==> config.mk <==
export PLATFORM = sky130hd
export DESIGN_NAME = port_event_counter
export DESIGN_NICKNAME = d
export VERILOG_FILES = /design/src/rtl/pevc_pkg.sv /design/src/rtl/pevc_inc.sv /design/src/rtl/pevc_cnt.sv /design/src/rtl/pevc_regs.sv /design/src/rtl/port_event_counter.sv
export SDC_FILE = /design/constraint.sdc
export NUM_CORES = 1
export LEC_CHECK = 0
export CAP_MARGIN = 20
export CORE_MARGIN = 4
export CORE_UTILIZATION = 55
export CTS_BUF_LIST = sky130_fd_sc_hd__clkbuf_8
export DETAILED_ROUTE_END_ITERATION = 16
export DONT_BUFFER_PORTS = 1
export PLACE_DENSITY_LB_ADDON = 0.2
export SKIP_LAST_GASP = 1
export SYNTH_ARGS = -nofsm -noshare
export SYNTH_HDL_FRONTEND = slang
export SYNTH_HIERARCHICAL = 1
export SYNTH_SLANG_ARGS = --single-unit
==> constraint.sdc <==
create_clock -name clk -period 5.45 [get_ports clk]
set_clock_uncertainty 0.2 [all_clocks]
set_input_delay 0.2725 -clock clk [delete_from_list [all_inputs] [get_ports clk]]
set_output_delay 0.2725 -clock clk [all_outputs]
set_load 0.05 [all_outputs]
==> src/rtl/pevc_pkg.sv <==
package pevc_pkg;
    localparam int NUM_EVT    = 10;
    localparam int EV_TX      = 0;
    localparam int EV_RX      = 1;
    localparam int EV_LATE    = 2;
    localparam int EV_MISC_LO = 3;
    localparam int CTL_USED   = 12;

    typedef struct packed {
        logic                clr_rd;
        logic                freeze;
        logic [NUM_EVT-1:0]  mask;
    } ctl_t;
endpackage

==> src/rtl/pevc_inc.sv <==
module pevc_inc
    import pevc_pkg::*;
(
    input  logic [NUM_EVT-1:0] evt_i,
    input  logic [NUM_EVT-1:0] mask_i,
    output logic [1:0]         inc_o
);
    logic coll_hit;
    logic misc_hit;
    logic late_hit;

    always_comb begin
        coll_hit = (evt_i[EV_TX] & mask_i[EV_TX]) | (evt_i[EV_RX] & mask_i[EV_RX]);
        misc_hit = |(evt_i[NUM_EVT-1:EV_MISC_LO] & mask_i[NUM_EVT-1:EV_MISC_LO]);
        late_hit = evt_i[EV_LATE] & mask_i[EV_LATE];
        inc_o    = {1'b0, coll_hit | misc_hit} + {1'b0, late_hit};
    end

    // a matched window collision plus a matched direction yields two
    always_comb begin
        if (late_hit && coll_hit) begin
            assert_late_double_R7: assert (inc_o == 2'd2);
        end
        if (!(late_hit || coll_hit || misc_hit)) begin
            assert_masked_zero_R9: assert (inc_o == 2'd0);
        end
    end
endmodule

==> src/rtl/pevc_cnt.sv <==
module pevc_cnt #(
    parameter int CNT_W = 16
) (
    input  logic             clk,
    input  logic             rst,
    input  logic [1:0]       inc_i,
    input  logic             clr_i,
    input  logic             load_i,
    input  logic [CNT_W-1:0] load_val_i,
    input  logic             freeze_i,
    output logic [CNT_W-1:0] cnt_o
);
    localparam logic [CNT_W-1:0] FULL = {CNT_W{1'b1}};

    typedef struct packed {
        logic [CNT_W-1:0] cnt;
    } st_t;

    st_t st_d, st_q;
    logic [CNT_W-1:0] base;
    logic [CNT_W:0]   sum;

    always_comb begin
        st_d = st_q;
        base = clr_i ? '0 : st_q.cnt;
        sum  = {1'b0, base} + {{(CNT_W-1){1'b0}}, inc_i};
        if (load_i) begin
            st_d.cnt = load_val_i;
        end else if (freeze_i) begin
            if (!clr_i && st_q.cnt == FULL) begin
                st_d.cnt = FULL;
            end else begin
                st_d.cnt = sum[CNT_W] ? FULL : sum[CNT_W-1:0];
            end
        end else begin
            st_d.cnt = sum[CNT_W-1:0];
        end
    end

    always_ff @(posedge clk) begin
        if (rst) st_q <= '0;
        else     st_q <= st_d;
    end

    assign cnt_o = st_q.cnt;

    assert_freeze_hold_R3: assert property (@(posedge clk) disable iff (rst)
        (freeze_i && st_q.cnt == FULL && !clr_i && !load_i) |=> (st_q.cnt == FULL));

    assert_clear_keeps_event_R5: assert property (@(posedge clk) disable iff (rst)
        (clr_i && !load_i) |=> (st_q.cnt == CNT_W'($past(inc_i))));

    assert_idle_stable_R9: assert property (@(posedge clk) disable iff (rst)
        (inc_i == 2'd0 && !clr_i && !load_i) |=> $stable(st_q.cnt));

    assert_load_wins_R11: assert property (@(posedge clk) disable iff (rst)
        load_i |=> (st_q.cnt == $past(load_val_i)));
endmodule

==> src/rtl/pevc_regs.sv <==
module pevc_regs
    import pevc_pkg::*;
#(
    parameter int NUM_PORTS = 4,
    parameter int CNT_W     = 16,
    parameter int ADDR_W    = 3
) (
    input  logic                       clk,
    input  logic                       rst,
    input  logic                       wr_i,
    input  logic                       rd_i,
    input  logic [ADDR_W-1:0]          addr_i,
    input  logic [CNT_W-1:0]           wdata_i,
    input  logic [NUM_PORTS*CNT_W-1:0] cnt_i,
    output ctl_t                       ctl_o,
    output logic [NUM_PORTS-1:0]       clr_o,
    output logic [NUM_PORTS-1:0]       load_o,
    output logic [CNT_W-1:0]           rdata_o
);
    localparam int CTL_W = $bits(ctl_t);

    typedef struct packed {
        ctl_t             ctl;
        logic [CNT_W-1:0] rdata;
    } st_t;

    st_t st_d, st_q;
    logic [CNT_W-1:0] rd_val;

    always_comb begin
        rd_val = '0;
        if (addr_i == '0) rd_val = CNT_W'(st_q.ctl);
        for (int p = 0; p < NUM_PORTS; p++) begin
            if (addr_i == ADDR_W'(p + 1)) rd_val = cnt_i[p*CNT_W +: CNT_W];
        end
    end

    always_comb begin
        for (int p = 0; p < NUM_PORTS; p++) begin
            clr_o[p]  = rd_i && st_q.ctl.clr_rd && (addr_i == ADDR_W'(p + 1));
            load_o[p] = wr_i && (addr_i == ADDR_W'(p + 1));
        end
    end

    always_comb begin
        st_d = st_q;
        if (wr_i && addr_i == '0) st_d.ctl = ctl_t'(wdata_i[CTL_W-1:0]);
        if (rd_i)                 st_d.rdata = rd_val;
    end

    always_ff @(posedge clk) begin
        if (rst) st_q <= '0;
        else     st_q <= st_d;
    end

    assign ctl_o   = st_q.ctl;
    assign rdata_o = st_q.rdata;

    assert_ctl_write_R10: assert property (@(posedge clk) disable iff (rst)
        (wr_i && addr_i == '0) |=> (CNT_W'(st_q.ctl) == CNT_W'($past(wdata_i[CTL_W-1:0]))));

    assert_ctl_read_R13: assert property (@(posedge clk) disable iff (rst)
        (rd_i && addr_i == '0) |=> (rdata_o == CNT_W'($past(st_q.ctl))));

    assert_one_clear_R4: assert property (@(posedge clk) disable iff (rst)
        $countones(clr_o) <= 1);
endmodule

==> src/rtl/port_event_counter.sv <==
module port_event_counter
    import pevc_pkg::*;
#(
    parameter int NUM_PORTS = 4,
    parameter int CNT_W     = 16,
    parameter int ADDR_W    = $clog2(NUM_PORTS + 2)
) (
    input  logic                         clk,
    input  logic                         rst,
    input  logic [NUM_PORTS*NUM_EVT-1:0] evt_i,
    input  logic                         reg_wr,
    input  logic                         reg_rd,
    input  logic [ADDR_W-1:0]            reg_addr,
    input  logic [CNT_W-1:0]             reg_wdata,
    output logic [CNT_W-1:0]             reg_rdata
);
    ctl_t                       ctl;
    logic [NUM_PORTS-1:0]       clr;
    logic [NUM_PORTS-1:0]       load;
    logic [NUM_PORTS*CNT_W-1:0] cnt_flat;

    pevc_regs #(
        .NUM_PORTS (NUM_PORTS),
        .CNT_W     (CNT_W),
        .ADDR_W    (ADDR_W)
    ) u_regs (
        .clk     (clk),
        .rst     (rst),
        .wr_i    (reg_wr),
        .rd_i    (reg_rd),
        .addr_i  (reg_addr),
        .wdata_i (reg_wdata),
        .cnt_i   (cnt_flat),
        .ctl_o   (ctl),
        .clr_o   (clr),
        .load_o  (load),
        .rdata_o (reg_rdata)
    );

    for (genvar p = 0; p < NUM_PORTS; p++) begin : g_port
        logic [1:0] inc;

        pevc_inc u_inc (
            .evt_i  (evt_i[p*NUM_EVT +: NUM_EVT]),
            .mask_i (ctl.mask),
            .inc_o  (inc)
        );

        pevc_cnt #(
            .CNT_W (CNT_W)
        ) u_cnt (
            .clk        (clk),
            .rst        (rst),
            .inc_i      (inc),
            .clr_i      (clr[p]),
            .load_i     (load[p]),
            .load_val_i (reg_wdata),
            .freeze_i   (ctl.freeze),
            .cnt_o      (cnt_flat[p*CNT_W +: CNT_W])
        );
    end

    assert_reset_rdata_R1: assert property (@(posedge clk)
        rst |=> (reg_rdata == '0));
endmodule

==> flow_metrics.env, run 1 <==
export IMPL_tightestPinTransition_ns=0.8499
export IMPL_start_util=0.5623
export IMPL_gr_usage_met3=0.05508
export IMPL_synth_area_mm2=0.006783
export IMPL_yosysMostFrequentCell="dfxtp_1"
export IMPL_drc=0
export IMPL_yosysSeqAreaShare=0.2715
export IMPL_relSlewSlack=0.4334
export IMPL_die_y_um=119.1
export IMPL_synthToLayoutAreaGrowth_pct=7.102
export IMPL_cts_setup_buffers=0
export IMPL_synth_flop_cell="dfxtp_1"
export IMPL_synth_top_area_share=0.2715
export IMPL_track_usage=0.2818
export IMPL_drive_gt1_frac=0.1740
export IMPL_status="finished, final reports clean"
export IMPL_ant_nets=0
export IMPL_grt_use_met2=0.4472
export IMPL_drtIter0Drc=463
export IMPL_synth_seq_cells=92
export IMPL_portBuffers=0
export IMPL_setup_tns_ns=0
export IMPL_grt_setup_unrepaired="false"
export IMPL_worstSetupPathType="reg -> reg"
export IMPL_endpoint_kind="flop"
export IMPL_numClockSinks=92
export IMPL_critPathMostFrequentCell="ha_1"
export IMPL_crit_required_ns=5.57
export IMPL_yosysUniqueCellTypes=49
export IMPL_grt_overflow_total=0
export IMPL_post_dp_hpwl_um=13570
export IMPL_synth_top_area_cell="dfxtp_1"
export IMPL_p_per_area_mw_per_mm2=201.1
export IMPL_hold_ws_ns=0.03804
export IMPL_viasPerCell=6.212
export IMPL_final_core_util=0.6023
export IMPL_synth_edf_count=0
export IMPL_firstDrtPassIters=5
export IMPL_period_share=0.6966
export IMPL_die_w_um=119.1
export IMPL_syn_inst=741
export IMPL_p_leak_nw=2.838
export IMPL_syn_num_nets=820
export IMPL_postCtsResizedCells=0
export IMPL_grt_busiest_layer="met2"
export IMPL_path_buf_inv=2
export IMPL_clock_path_buffers=2
export IMPL_finalMaxSlewViolations=0
export IMPL_drt_total_wl_um=20110
export IMPL_cts_buffers=9
export IMPL_yosys_top_cells_count="92 x dfxtp_1, 85 x inv_1, 46 x nand2_1, 44 x a221oi_2, 44 x nor2_1"
export IMPL_cts_htree_levels=3
export IMPL_total_power_w=0.001461
export IMPL_dpl_cell_count=876
export IMPL_hold_violations=0
export IMPL_gp_congestion=0.9072
export IMPL_ios=79
export IMPL_placementRows=40
export IMPL_path_cells="a222oi_1 > nand3_1 > ha_1 > ha_1 > inv_1 > fa_1 > nor4_4 > a31oi_4 > a221oi_2 > dlygate4sd3_1"
export IMPL_drv_cap=0
export IMPL_grt_pass1_wl_um=31180
export IMPL_num_nets_final=822
export IMPL_cp_top_family="compound AO/OA/AOI/OAI gates"
export IMPL_postSynthAreaPerCell_um2=9.154
export IMPL_cts_hold_buffers=24
export IMPL_start_kind="flop"
export IMPL_grt_pass1_vias=5394
export IMPL_grt_max_degree=93
export IMPL_fmax_mhz=263.4
export IMPL_async_flop_share=0
export IMPL_vias=5690
export IMPL_fin_cells=916
export IMPL_worstHoldPathType="in -> reg"
export IMPL_setup_viol=0
export IMPL_root_buffer="clkbuf_8"
export IMPL_cp_slowest_cell="dlygate4sd3_1"
export IMPL_cp_slowest_stage_delay_ns=0.57
export IMPL_placeableCoreArea_mm2=0.01206
export IMPL_ir_drop_mv=0.1185
export IMPL_layout_min_cycle_time_ns=3.797
export IMPL_cts_tree="built"
export IMPL_met1_usage=0.3737
export IMPL_die_area_mm2=0.01417
export IMPL_synth_area_leaders="dfxtp_1 27%, a221oi_2 9.7%, inv_1 4.7%"
export IMPL_clkTransAtPathRegs_ns=0.09
export IMPL_path_max_fanout=16
export IMPL_ys_warn_count=6
export IMPL_arrival_ns=3.92
export IMPL_clk_latency_ns=0.38
export IMPL_wire_per_inst_um=21.96
export IMPL_antenna_found_initial=2
## area by class of cell
type / count / area [um^2]
Fill cell: 1052 / 4797
Sequential cell: 92 / 1842
Antenna cell: 1 / 2.502
Inverter: 85 / 319.1
Timing Repair Buffer: 31 / 310.3
Clock inverter: 6 / 75.07
Clock buffer: 9 / 123.9
Tap cell: 168 / 210.2
Multi-Input combinational cell: 524 / 4382
## final timing paths
check | startpoint | endpoint | cells past startpoint | slack, ns
max | u_regs/ctl_o[3] | g_port[0].u_cnt/cnt_o[5] | 10 | 1.65
min | reg_addr[2] | u_regs/rdata_o[10] | 3 | 0.04
max reg2reg | u_regs/ctl_o[3] | g_port[0].u_cnt/cnt_o[5] | 10 | 1.65
min reg2reg | u_regs/ctl_o[11] | u_regs/ctl_o[11] | 2 | 0.30
## cell families after synthesis
| group | count (synthesis) | synth area share |
|---|---|---|
| AO/OA/AOI/OAI | 172 | 0.2531 |
| XOR/XNOR | 44 | 0.05682 |
| adder cells (fa/ha/maj) | 16 | 0.03394 |
| buffers and inverters | 125 | 0.08246 |
| flip-flops | 92 | 0.2715 |
| multiplexers | 20 | 0.03173 |
| AND/OR/NAND/NOR | 272 | 0.2704 |
## worst register-to-register path, delay by kind of cell (launching register included)
kind	cells	cell delay, ns
buf+inv	2	0.63
simple gates	2	0.60
compound gates	3	0.98
fa+ha+maj	3	0.97
flops	1	0.36
## layer usage
| layer | part of all wire | vias to the layer above |
|---|---|---|
| li1 | - | 2675 |
| met1 | 0.43 | 2737 |
| met2 | 0.46 | 238 |
| met3 | 0.079 | 40 |
| met4 | 0.036 | 0 |
| met5 | 0 | - |
## per-stage QoR
step	worst slack [ns]	cell area [um^2]
3_3_place_gp	2.167	6805
2_1_floorplan	2.112	6783
6_report	1.653	7264
4_1_cts	1.654	7262
3_5_place_dp	2.056	6805
5_1_grt	1.505	7264
## flip-flops by register name (all words and copies together) (netlist names)
register            flops
g_port.u_cnt/cnt_o     64
u_regs/ctl_o           12
u_regs/rdata_o         16
## layout by cell type, fill, tap and decap left out, types with 5 or more instances in the layout
cell,n
or2b_1,8
nand2_1,46
xnor2_1,32
nand2b_4,16
dlygate4sd3_1,23
clkbuf_8,9
nand3_1,28
nor4_1,8
xor2_1,12
ha_1,12
mux2i_1,8
dfxtp_1,92
nand2b_1,40
nor3_1,19
a2111oi_2,12
mux2_2,7
inv_1,89
nor2b_1,17
a221oi_1,36
and2_1,5
a221oi_2,44
o21ai_1,12
nor2_1,44
buf_4,7
or3_1,5
mux2_1,5
nor4_4,8
a21oi_1,28
a21o_1,12
o21ai_0,8
## where the power goes
part	leakage [nW]	switching, W	internal [W]
logic	1.97	0.000123	0.0000867
clock network	0.114	0.000246	0.000250
registers	0.748	0.0000557	0.000700
total	2.84	0.000425	0.00104
Note: power is estimated with default switching activity, not from simulation.
==> run 2: changes to the inputs <==
==> constraint.sdc (replaced) <==
create_clock -name clk -period 3.1 [get_ports clk]
set_clock_uncertainty 0.2 [all_clocks]
set_input_delay 0.155 -clock clk [delete_from_list [all_inputs] [get_ports clk]]
set_output_delay 0.155 -clock clk [all_outputs]
set_load 0.05 [all_outputs]
==> run 2 against run 1 <==
Compared with the run above:
- the run now ends with negative hold slack, negative setup slack left
- global-route usage is 2.9 points higher
- hold slack lost 0.041 ns
- sequential share of layout area is 2.1 points lower
- largest power group unchanged
==> flow_metrics.env, run 2 (synthesized netlist as in run 1, its figures left out) <==
export IMPL_die_w_um=119.1
export IMPL_r2r_end="g_port[2].u_cnt/cnt_o[12]"
export IMPL_grt_overflow_total=0
export IMPL_setup_ws_ns=-0.002355
export IMPL_grt_setup_unrepaired="true"
export IMPL_final_core_util=0.6588
export IMPL_gp_congestion=0.8672
export IMPL_firstDrtPassIters=5
export IMPL_power_switching_w=0.0007849
export IMPL_swShare=0.2974
export IMPL_cts_htree_levels=3
export IMPL_dpl_cell_area_mm2=0.006925
export IMPL_post_dp_hpwl_um=14030
export IMPL_ios=79
export IMPL_die_area_mm2=0.01417
export IMPL_crit_required_ns=3.19
export IMPL_status="finished, violations left"
export IMPL_regArea_mm2=0.001848
export IMPL_grt_max_degree=72
export IMPL_rrSetupSlack_ns=-0.002
export IMPL_pwr_share_clk=0.342
export IMPL_r2r_cells=12
export IMPL_wire_per_inst_um=22.95
export IMPL_drtIter0Drc=573
export IMPL_worstHoldPathType="in -> reg"
export IMPL_numClockSinks=92
export IMPL_relSlewSlack=0.4700
export IMPL_ant_nets=0
export IMPL_grt_pass1_wl_um=33850
export IMPL_internal_power_w=0.001855
export IMPL_combinationalPowerShare=0.154
export IMPL_clk_latency_ns=0.39
export IMPL_final_common_cell="dfxtp_1"
export IMPL_clkTransAtPathRegs_ns=0.10
export IMPL_track_usage=0.3104
export IMPL_final_cell_area_mm2=0.007946
export IMPL_tightestPinTransition_ns=0.7907
export IMPL_setup_tns_ns=-0.002355
export IMPL_largest_reg_flops=64
export IMPL_drv_cap=0
export IMPL_final_cell_mix="89 x dfxtp_1, 85 x inv_1, 48 x a221oi_2"
export IMPL_clock_path_buffers=2
export IMPL_critPathLaunch="u_regs/ctl_o[5]"
export IMPL_crit_path_end="g_port[2].u_cnt/cnt_o[12]"
export IMPL_start_kind="flop"
export IMPL_cts_tree="built"
export IMPL_start_util=0.5623
export IMPL_num_nets_final=876
export IMPL_layout_min_cycle_time_ns=3.102
export IMPL_p_per_area_mw_per_mm2=332.2
export IMPL_root_buffer="clkbuf_8"
export IMPL_synthToLayoutAreaGrowth_pct=17.16
export IMPL_hold_violations=2
export IMPL_drive_gt1_frac=0.2397
export IMPL_die_y_um=119.1
export IMPL_endpoint_kind="flop"
export IMPL_p_leak_nw=3.238
export IMPL_antenna_found_initial=5
export IMPL_placementRows=40
export IMPL_period_share=1.001
export IMPL_fillCellCount=981
export IMPL_fmax_mhz=322.3
export IMPL_r2r_start="u_regs/ctl_o[5]"
export IMPL_grt_pass1_vias=5864
export IMPL_cts_buffers=9
export IMPL_p_seq_frac=0.504
export IMPL_arrival_ns=3.20
export IMPL_ir_drop_mv=0.2728
export IMPL_vias=6164
export IMPL_drt_total_wl_um=22310
export IMPL_drc=0
export IMPL_violations="negative hold slack, negative setup slack"
export IMPL_viasPerCell=6.342
export IMPL_multi_input_comb_area_mm2=0.004539
export IMPL_finalMaxSlewViolations=0
export IMPL_path_max_fanout=5
export IMPL_placeableCoreArea_mm2=0.01206
export IMPL_setup_viol=1
export IMPL_hold_ws_ns=-0.002478
export IMPL_worstSetupPathType="reg -> reg"
export IMPL_portBuffers=0
run 2: final cells by class:
class | instances | area share
Multi-Input combinational cell | 524 | 0.5712
Tap cell | 168 | 0.02645
Sequential cell | 92 | 0.2326
Clock buffer | 9 | 0.01559
Clock inverter | 6 | 0.01023
Timing Repair Buffer | 85 | 0.1028
Inverter | 85 | 0.04015
Antenna cell | 3 | 0.0009447
run 2: power groups by stage:
stage          Sequential [W]  Combinational (W)  Clock (W)
6_report              0.00133           0.000407   0.000902
5_1_grt               0.00134           0.000436   0.000949
4_1_cts               0.00133           0.000388   0.000903
3_5_place_dp          0.00136           0.000282          0
3_3_place_gp          0.00135           0.000270          0
2_1_floorplan         0.00133           0.000280          0
run 2: worst min-delay path by stage:
stage | end | cells past startpoint | start | slack, ns
2_1_floorplan | g_port[0].u_cnt/cnt_o[0] | 1 | rst | 0.03
3_3_place_gp | g_port[0].u_cnt/cnt_o[5] | 1 | rst | 0.04
3_5_place_dp | g_port[0].u_cnt/cnt_o[5] | 1 | rst | 0.04
4_1_cts | u_regs/rdata_o[7] | 2 | reg_addr[1] | 0.007
5_1_grt | u_regs/rdata_o[7] | 2 | reg_addr[1] | 0.02
6_report | g_port[1].u_cnt/cnt_o[9] | 2 | rst | -0.002
run 2: layer usage:
metal / up-vias / wire length (um) / GRT usage
li1: 2785 / - / -
met1: 2950 / 8672 / 0.3967
met2: 358 / 10390 / 0.4910
met3: 69 / 2173 / 0.06743
met4: 2 / 1059 / 0.1615
met5: - / 13 / 0
run 2: timing repair:
action / in CTS / in global routing
buffers inserted: 13 / 4
resized for setup: 18 / 18
setup endpoints to repair: 60 / 37
hold buffers: 45 / 0
pin swaps: 21 / 21
hold endpoints to repair: 92 / 0
run 2: critical path, stage by stage, from the launching register on:
cell and delay (ns):
dfxtp_2 0.35, a22o_1 0.24, a221oi_2 0.20, nand3_1 0.20
ha_1 0.34, ha_2 0.19, inv_2 0.04, fa_2 0.37
nor4_4 0.22, buf_4 0.20, nand2b_1 0.07, xnor2_1 0.15
a221oi_2 0.25
run 2: per-stage QoR:
stage / total power, W / hold slack (ns) / setup slack (ns) / std cells
after floorplan: 0.001612 / 0.03370 / -0.1207 / 741
after global placement: 0.001623 / 0.04110 / -0.04318 / 892
after detailed placement: 0.001638 / 0.03857 / -0.1789 / 892
after CTS: 0.002621 / 0.006646 / -0.002391 / 965
after global routing: 0.002723 / 0.01878 / -0.09280 / 972
final: 0.002640 / -0.002478 / -0.002355 / 972
